`src/rtl/amu_pkg.sv`:
```
package amu_pkg;
  localparam int unsigned OP_W = 3;

  typedef enum logic [OP_W-1:0] {
    OP_LOAD  = 3'd0,
    OP_STORE = 3'd1,
    OP_SWAP  = 3'd2,
    OP_TAS   = 3'd3,
    OP_FINC  = 3'd4,
    OP_LL    = 3'd5,
    OP_SC    = 3'd6,
    OP_RSV   = 3'd7
  } amu_op_e;
endpackage

```
`src/rtl/amu_arbiter.sv`:
```
module amu_arbiter #(
  parameter int unsigned N_REQ = 4,
  localparam int unsigned IW = (N_REQ > 1) ? $clog2(N_REQ) : 1
) (
  input  logic [N_REQ-1:0] req_i,
  output logic [N_REQ-1:0] gnt_o,
  output logic [IW-1:0]    idx_o,
  output logic             any_o
);
  always_comb begin
    gnt_o = '0;
    idx_o = '0;
    any_o = 1'b0;
    for (int i = 0; i < N_REQ; i++) begin
      if (req_i[i] && !any_o) begin
        gnt_o[i] = 1'b1;
        idx_o    = IW'(i);
        any_o    = 1'b1;
      end
    end
  end
endmodule

```
`src/rtl/amu_alu.sv`:
```
module amu_alu
  import amu_pkg::*;
#(
  parameter int unsigned DW = 8
) (
  input  amu_op_e       op_i,
  input  logic [DW-1:0] old_i,
  input  logic [DW-1:0] wdata_i,
  input  logic          link_ok_i,
  output logic          we_o,
  output logic [DW-1:0] new_o,
  output logic [DW-1:0] rsp_o,
  output logic          set_link_o,
  output logic          drop_own_o,
  output logic          clr_others_o
);
  always_comb begin
    we_o       = 1'b0;
    new_o      = wdata_i;
    rsp_o      = old_i;
    set_link_o = 1'b0;
    drop_own_o = 1'b0;
    unique case (op_i)
      OP_STORE: begin
        we_o  = 1'b1;
        rsp_o = '0;
      end
      OP_SWAP: we_o = 1'b1;
      OP_TAS: begin
        we_o  = (old_i == '0);
        new_o = DW'(1);
      end
      OP_FINC: begin
        we_o  = 1'b1;
        new_o = old_i + DW'(1);
      end
      OP_LL: set_link_o = 1'b1;
      OP_SC: begin
        we_o       = link_ok_i;
        rsp_o      = DW'(link_ok_i);
        drop_own_o = 1'b1;
      end
      default: ;
    endcase
    // TAS clears other links even when the word was already set
    clr_others_o = we_o || (op_i == OP_TAS);
  end
endmodule

```
`src/rtl/amu_link_table.sv`:
```
module amu_link_table #(
  parameter int unsigned N_REQ = 4,
  parameter int unsigned AW    = 4,
  localparam int unsigned IW = (N_REQ > 1) ? $clog2(N_REQ) : 1
) (
  input  logic          clk_i,
  input  logic          rst_ni,
  input  logic          acc_i,
  input  logic [IW-1:0] id_i,
  input  logic [AW-1:0] addr_i,
  input  logic          set_link_i,
  input  logic          drop_own_i,
  input  logic          clr_others_i,
  output logic          link_ok_o
);
  logic [N_REQ-1:0]         vld_q;
  logic [N_REQ-1:0][AW-1:0] adr_q;

  for (genvar g = 0; g < N_REQ; g++) begin : g_entry
    logic mine;
    assign mine = acc_i && (id_i == IW'(g));
    always_ff @(posedge clk_i or negedge rst_ni) begin
      if (!rst_ni) begin
        vld_q[g] <= 1'b0;
        adr_q[g] <= '0;
      end else if (mine && set_link_i) begin
        vld_q[g] <= 1'b1;
        adr_q[g] <= addr_i;
      end else if (mine && drop_own_i) begin
        vld_q[g] <= 1'b0;
      end else if (acc_i && !mine && clr_others_i && adr_q[g] == addr_i) begin
        vld_q[g] <= 1'b0;
      end
    end
  end

  assign link_ok_o = vld_q[id_i] && (adr_q[id_i] == addr_i);
endmodule

```
`src/rtl/amu_top.sv`:
```
module amu_top
  import amu_pkg::*;
#(
  parameter int unsigned N_REQ = 4,
  parameter int unsigned AW    = 4,
  parameter int unsigned DW    = 8,
  localparam int unsigned DEPTH = 1 << AW,
  localparam int unsigned IW = (N_REQ > 1) ? $clog2(N_REQ) : 1
) (
  input  logic                  clk_i,
  input  logic                  rst_ni,
  input  logic [N_REQ-1:0]      req_valid_i,
  input  logic [N_REQ*OP_W-1:0] req_op_i,
  input  logic [N_REQ*AW-1:0]   req_addr_i,
  input  logic [N_REQ*DW-1:0]   req_wdata_i,
  output logic [N_REQ-1:0]      gnt_o,
  output logic [N_REQ-1:0]      rsp_valid_o,
  output logic [DW-1:0]         rsp_data_o
);
  logic [IW-1:0]    sel;
  logic             any;
  amu_op_e          op;
  logic [AW-1:0]    addr;
  logic [DW-1:0]    wdata, old_word, new_word, rsp_word;
  logic             link_ok, we, set_link, drop_own, clr_others;
  logic [DEPTH-1:0][DW-1:0] mem_q;
  logic [N_REQ-1:0] rsp_valid_q;
  logic [DW-1:0]    rsp_data_q;

  amu_arbiter #(.N_REQ(N_REQ)) u_arb (
    .req_i (req_valid_i),
    .gnt_o (gnt_o),
    .idx_o (sel),
    .any_o (any)
  );

  assign op       = amu_op_e'(req_op_i[sel*OP_W +: OP_W]);
  assign addr     = req_addr_i[sel*AW +: AW];
  assign wdata    = req_wdata_i[sel*DW +: DW];
  assign old_word = mem_q[addr];

  amu_link_table #(.N_REQ(N_REQ), .AW(AW)) u_links (
    .clk_i        (clk_i),
    .rst_ni       (rst_ni),
    .acc_i        (any),
    .id_i         (sel),
    .addr_i       (addr),
    .set_link_i   (set_link),
    .drop_own_i   (drop_own),
    .clr_others_i (clr_others),
    .link_ok_o    (link_ok)
  );

  amu_alu #(.DW(DW)) u_alu (
    .op_i         (op),
    .old_i        (old_word),
    .wdata_i      (wdata),
    .link_ok_i    (link_ok),
    .we_o         (we),
    .new_o        (new_word),
    .rsp_o        (rsp_word),
    .set_link_o   (set_link),
    .drop_own_o   (drop_own),
    .clr_others_o (clr_others)
  );

  always_ff @(posedge clk_i or negedge rst_ni) begin
    if (!rst_ni) begin
      mem_q <= '0;
    end else if (any && we) begin
      mem_q[addr] <= new_word;
    end
  end

  always_ff @(posedge clk_i or negedge rst_ni) begin
    if (!rst_ni) begin
      rsp_valid_q <= '0;
      rsp_data_q  <= '0;
    end else begin
      rsp_valid_q <= gnt_o;
      if (any) rsp_data_q <= rsp_word;
    end
  end

  assign rsp_valid_o = rsp_valid_q;
  assign rsp_data_o  = rsp_data_q;
endmodule

```
`config.mk`:
```
export PLATFORM = sky130hd
export DESIGN_NAME = amu_top
export DESIGN_NICKNAME = d
export VERILOG_FILES = /design/src/rtl/amu_pkg.sv /design/src/rtl/amu_arbiter.sv /design/src/rtl/amu_alu.sv /design/src/rtl/amu_link_table.sv /design/src/rtl/amu_top.sv
export SDC_FILE = /design/constraint.sdc
export NUM_CORES = 1
export LEC_CHECK = 0
export ABC_AREA = 1
export BUFFER_PORTS_ARGS = -buffer_cell sky130_fd_sc_hd__buf_2
export CORE_MARGIN = 4
export CORE_UTILIZATION = 35
export CTS_CLUSTER_SIZE = 8
export DETAILED_ROUTE_END_ITERATION = 7
export PLACE_DENSITY = 0.57
export RECOVER_POWER = 50
export SETUP_SLACK_MARGIN = 0.02
export SLEW_MARGIN = 20
export SYNTH_ARGS = -nofsm -noshare
export SYNTH_HDL_FRONTEND = slang
export SYNTH_SLANG_ARGS = --single-unit
export TNS_END_PERCENT = 20
```
`constraint.sdc`:
```
create_clock -name clk_i -period 3.7 [get_ports clk_i]
set_input_delay 0.185 -clock clk_i [delete_from_list [all_inputs] [get_ports clk_i]]
set_output_delay 0.185 -clock clk_i [all_outputs]
set_load 0.03 [all_outputs]
```
Yosys cells after proc, flatten, opt, wreduce, memory -nomap -nowiden
Index checks and enable logic that the tools add are counted.
{ "totals": {"regBits": 160, "input_bits": 66, "output_inout_bits": 16, "wordCells": 129} }
{ "op_classes": {"add_sub_neg": 1, "multipliers": 1, "magnitude_cmp": 3, "n_eq_ne": 14, "shift": 3, "mux": 36, "n_reduce_logical": 45} }
{ "ops": {"columns": ["operator", "count"], "rows": [
  ["$bwmux 128", 1],
  ["$bmux 8 s4", 1],
  ["$demux 8 s4", 1],
  ["$pmux 8 s2", 2],
  ["$shiftx 32x6->8", 1],
  ["$logic_and 1x1->1", 30],
  ["$mux 1", 23],
  ["$eq 4x4->1", 5],
  ["$mux 8", 2],
  ["$shiftx 16x5->4", 1],
  ["$reduce_bool 3->1", 4],
  ["$shiftx 12x5->3", 1],
  ["$eq 3x3->1 const B", 3],
  ["$add 8x1->8 const B", 1],
  ["$bmux 4 s2", 1],
  ["$logic_not 8->1", 1],
  ["$logic_not 1->1", 7],
  ["$eq 3x2->1 const B", 2],
  ["$lt 4x5->1 const B", 1],
  ["$eq 2x2->1 const B", 2],
  ["$ge 4x1->1 const B", 1],
  ["$mul 2x2->4 const B", 1],
  ["$mux 2", 2],
  ["$mux 4", 1],
  ["8 further kinds", 8]
]} }

Depth between registers and ports, before layout
{ "logic_depth": {"word_depth": 21, "ltp_mapped": 29, "ltp_nobuf": 26} }

By module
Synthesis repeated with hierarchy kept, for this count alone.
{ "unflattened": {"hier_cells": 1242, "hier_area_um2": 8972.4} }
{ "modules_own_cells": {"columns": ["mod", "instances", "cells_each", "area_each_um2", "seq_area_each_um2"], "rows": [
  ["amu_top", 1, 953, 7215.7, 3503.4],
  ["amu_link_table", 1, 187, 1271.2, 500.5],
  ["amu_alu", 1, 89, 422.9, 0.0],
  ["amu_arbiter", 1, 13, 62.6, 0.0]
]} }

Least setup slack after synthesis
No wires, ideal clock.
{ "synth_path": {"path_kind": "input to register", "from": "input port req_valid_i[1]", "to": "register mem_q[119] (netlist bit)", "setup_time_ns": 0.118, "arrival_time_ns": 2.669, "t_required_ns": 3.582, "slack_ns": 0.914, "path_stages": 23, "n_path_buf": 2, "cell_sequence": "nor2_4 nand3_4 nand2_1 inv_2 nand3b_1 nand2_4 nor2_2 buf_2 nand2_1 nand2_1 nor2_2 inv_1 ha_1 inv_1 nor2_1 nand2_1 nor2_1 nand2_1 nand2_4 buf_2 nand4_1 nand2_1 nand2_1"} }
{ "synth_between": {"elab_chain_cells": 14, "elab_cells_between_ends": 40, "classes_between": "1 x add/sub; 1 x mul; 2 x order compare; 6 x eq/ne; 3 x shift; 17 x mux; 10 x reduce/logical"} }
{ "synth_lines": {"columns": ["item", "line", "rtl"], "rows": [
  ["start, declared", "amu_top.sv:12", "input logic [N_REQ-1:0] req_valid_i,"],
  ["$logic_and 1x1->1 *", "amu_arbiter.sv:15", "if (req_i[i] && !any_o) begin"],
  ["$mux 1", "amu_arbiter.sv:15", null],
  ["$logic_not 1->1", "amu_arbiter.sv:15", null],
  ["$logic_and 1x1->1", "amu_arbiter.sv:15", null],
  ["$mux 1", "amu_arbiter.sv:15", null],
  ["$logic_not 1->1", "amu_arbiter.sv:15", null],
  ["$logic_and 1x1->1", "amu_arbiter.sv:15", null],
  ["$mux 2", "amu_arbiter.sv:15", null],
  ["$shiftx 16x5->4 (tied with other cells)", "amu_top.sv:38", "assign addr = req_addr_i[sel*AW +: AW];"],
  ["$bmux 8 s4 (tied with other cells)", "amu_top.sv:40", "assign old_word = mem_q[addr];"],
  ["$mux 8 (not written as such) (tied with other cells)", "amu_top.sv:40", null],
  ["$add 8x1->8 (tied with other cells)", "amu_alu.sv:35", "new_o = old_i + DW'(1);"],
  ["$pmux 8 s2 (tied with other cells)", "amu_alu.sv:23", "unique case (op_i)"],
  ["$bwmux 128 or $logic_and 1x1->1 (tied branches)", "amu_top.sv:71, amu_top.sv:70", null],
  ["end signal, assigned by index", "amu_top.sv:71", "mem_q[addr] <= new_word;"],
  ["end, declared", "amu_top.sv:26", "logic [DEPTH-1:0][DW-1:0] mem_q;"]
]} }
Every way passes the cells marked *; elsewhere a longest branch is shown, timed or not. The select of a mux whose other input is x is not followed.
A chain may end at the register's enable or synchronous reset.

Final worst setup path
{ "layout_path": {"from": "input port req_valid_i[0]", "to": "register mem_q[45] (netlist bit)"} }
{ "layout_between": {"elab_chain_cells": 16, "elab_cells_between_ends": 42, "classes_between": "1 x add/sub; 1 x mul; 2 x order compare; 6 x eq/ne; 3 x shift; 18 x mux; 11 x reduce/logical"} }
{ "layout_lines": {"columns": ["item", "line"], "rows": [
  ["$mux 1 *", "amu_arbiter.sv:15"],
  ["$logic_not 1->1", "amu_arbiter.sv:15"],
  ["$logic_and 1x1->1", "amu_arbiter.sv:15"],
  ["$mux 1", "amu_arbiter.sv:15"],
  ["$logic_not 1->1", "amu_arbiter.sv:15"],
  ["$logic_and 1x1->1", "amu_arbiter.sv:15"],
  ["$mux 1", "amu_arbiter.sv:15"],
  ["$logic_not 1->1", "amu_arbiter.sv:15"],
  ["$logic_and 1x1->1", "amu_arbiter.sv:15"],
  ["$mux 2", "amu_arbiter.sv:15"],
  ["$shiftx 16x5->4 (tied with other cells)", "amu_top.sv:38"],
  ["$bmux 8 s4 (tied with other cells)", "amu_top.sv:40"],
  ["$mux 8 (not written as such) (tied with other cells)", "amu_top.sv:40"],
  ["$add 8x1->8 (tied with other cells)", "amu_alu.sv:35"],
  ["$pmux 8 s2 (tied with other cells)", "amu_alu.sv:23"],
  ["$bwmux 128 or $logic_and 1x1->1 (tied branches)", "amu_top.sv:71, amu_top.sv:70"]
]} }
Marks and branches as above.

==> flow_summary_export.csv <==
group,metric,value,unit
yosys,yosys-top-cells-area,"dfrtp_1, nand2_1, nand3_1",
timing,post-route-period-util,0.9291,
power_and_ir_drop,leakage,5.854,nW
timing,min_period,3438,ps
detailed_routing,dr.first_iter.drc_count,754,
detailed_routing,num_vias,8800,
detailed_routing,dr.pass1.iters,5,
timing,grt_setup_unrepaired,"yes",
flow_run,cap_violations,1,
worst_setup_path,path_class,"primary input to flip-flop",
yosys,synth_top_family_by_area,"simple AND/OR/NAND/NOR gates",
placed_design,post-place-cells,1732,
final_layout,num-fill-cells,2661,
yosys,seq_area_frac_synth,0.4426,
yosys,synth-edff-count,0,
global_route,grt_use_total,0.2063,
yosys,ys_top_cells_by_count,"nand2_1, dfrtp_1, nand3_1, inv_1",
yosys,synthCells,1319,
yosys,synth-seq-cells,160,
die,fp.dieH,168.8,um
final_layout,regArea,4004,um2
die,ioPinCount,82,
worst_setup_path,crit_fanout,35,
detailed_routing,drt-vias-per-instance,4.944,
clocking,cts_max_level,4,
global_route,grt_max_degree,85,
yosys,synth_top_area_cell,"dfrtp_1",
yosys,synth_compound_area_frac,0.05090,
yosys,yosys.cell_count.top_type,"nand2_1",
clocking,cts_sinks,160,
worst_setup_path,r2r_slack,1110,ps
yosys,synth_xor_area_frac,0.006777,
timing,hold_ws,281.0,ps
global_route,grt_pass1_vias,8320,
die,placementRows,58,
timing,hold_violations,0,
yosys,synthAdderAreaFrac,0.002766,
die,dieArea,28480,um2
worst_setup_path,cp_data_required_time,4020,ps
yosys,syn_area_per_cell,6.858,um2
detailed_routing,postRouteAntennaNets,0,
placed_design,port_buffers,81,
final_layout,fin_cells,1780,
worst_setup_path,cp-start-kind,"primary input",
timing,finClkSkew,9.615,ps
clocking,cts_tree,"yes",
clocking,clock-root-buffer,"clkbuf_16",
final_layout,multi_input_area,4577,um2
clocking,cts_buffers,17,
yosys,async_reset_ff_frac,1.000,
final_layout,nNetsFinal,1505,
placed_design,dp_hpwl,20.03,mm
worst_hold_path,hold_path.class,"primary input to flip-flop",
detailed_routing,wl_per_cell,16.61,um
die,die_w,168.8,um
die,start_util,0.3572,
yosys,yosys.area_share.simple,0.4429,
timing,slew_headroom,-0.4742,
placed_design,gp_congestion,0.8723,
timing,tightest_slew,2211,ps
status,status,"complete, but fails checks",
worst_setup_path,critical_path.most_common_cell,"nand2_1",
yosys,synth.mux.area_fraction,0,
detailed_routing,wl,29.57,mm
timing,fmax,290.9,MHz
timing,report.final.slew_viol_count,84,
yosys,syn-cell-area,9046,um2
final_layout,drive_above_1_share,0.1483,
worst_setup_path,critPathArrivalTime,3760,ps
yosys,synthFlopType,"dfrtp_1",
final_layout,area_growth_syn_to_layout,19.56,%
global_route,overflow,0,
detailed_routing,drc_errors,0,
power_and_ir_drop,ir_drop,0.2966,mV
yosys,syn-num-nets,1387,
yosys,yosysTopAreaCellShare,0.4426,
timing,finalSetupViolations,0,
worst_setup_path,crit_slowest_cell,"dlygate4sd3_1",
yosys,synthDistinctLibCells,37,
die,core_area,25330,um2
global_route,grt_pass1_wl,47.01,mm
clocking,clockBufferDepth,2,
final_layout,diodes,0,
clocking,clk_pin_slew,70,ps
global_route,antenna_found_initial,0,
power_and_ir_drop,power.density,655.6,nW/um2
worst_setup_path,cp-end-kind,"flip-flop",
yosys,synth_warnings,0,
worst_setup_path,cpPeakStageDelay,530,ps
clocking,clk_latency,430,ps
status,violations,"capacitance limit, slew limit",
-- metrics by stage --
stage	TNS (ps)	total power (W)	util	worst slack (ps)	instance area (um2)
floorplan	0	0.004426	-	913.8	9046
global placement	0	0.005219	0.3980	252.4	10080
detailed placement	0	0.005256	0.3980	199.6	10080
CTS	0	0.007081	0.4219	112.8	10690
global route	-62.83	0.007615	0.4270	-22.07	10820
finish	0	0.007090	0.4270	262.2	10820
-- cell type report --
cell class,count,area share
multi-input cells,1048,0.4232
well taps,330,0.03818
clock inverters,14,0.01446
repair buffers,150,0.09324
flip-flops and latches,160,0.3702
clock buffers,18,0.03968
inverters,60,0.02105
-- worst paths after layout --
check                              endpoint  depth (start not counted)      startpoint
max                               mem_q[45]                         28  req_valid_i[0]
min                           rsp_data_o[1]                          5  req_valid_i[3]
max reg2reg                       mem_q[45]                         20      mem_q[104]
min reg2reg                        mem_q[8]                          2        mem_q[8]
max in group asynchronous         mem_q[93]                          3          rst_ni
min in group asynchronous  u_links.vld_q[1]                          2          rst_ni
-- kinds of logic (layout without fill, tap and decap cells) --
family | Yosys count | after routing
DFF | 160 | 160
xor gates and xnor gates | 7 | 7
buffers and inverters | 111 | 242
AOI/OAI and AO/OA | 78 | 78
adders and majority gates | 2 | 2
and+or+nand+nor | 961 | 961
-- registers in the layout (all words and copies together), names as in the netlist --
| register | flops |
|---|---|
| rsp_valid_o | 4 |
| rsp_data_o | 8 |
| u_links.adr_q | 16 |
| mem_q | 128 |
| u_links.vld_q | 4 |
-- cells in the final DEF (no fill, tap or decap), types with 18 or more instances in the layout --
cell,synthesis,layout
nand4_1,25,25
nand3_1,64,64
clkbuf_16,0,18
o21ai_0,34,34
nand2_1,781,781
nor2_1,34,34
buf_2,22,67
inv_1,50,50
buf_4,6,57
dfrtp_1,160,160
-- metal layers --
| metal | vias up | global-route usage | part of all wire |
|---|---|---|---|
| li1 | 4369 | - | - |
| met2 | 311 | 0.3177 | 0.44 |
| met4 | 0 | 0.04375 | 0.011 |
| met1 | 4096 | 0.3045 | 0.48 |
| met5 | - | 0 | 0 |
| met3 | 24 | 0.03760 | 0.069 |
-- timing repair --
item / 4_1_cts / 5_1_grt
hold endpoints to repair: 83 / 0
hold buffers: 2 / 0
resized for setup: 0 / 8
setup endpoints to repair: 0 / 128
setup buffers: 0 / 13
-- power by group --
part | switching [W] | internal, W | total [W]
sequential | 0.000428 | 0.00249 | 0.00292
clock | 0.000801 | 0.00100 | 0.00180
combinational | 0.00152 | 0.000850 | 0.00237
total | 0.00274 | 0.00435 | 0.00709
-- critical path, delay by kind of cell --
| kind | cells | cell delay (ps) |
|---|---|---|
| buf+inv | 9 | 1590 |
| fa+ha+maj | 1 | 140 |
| simple gates | 18 | 1840 |
Note: power is estimated with default switching activity, not from simulation.
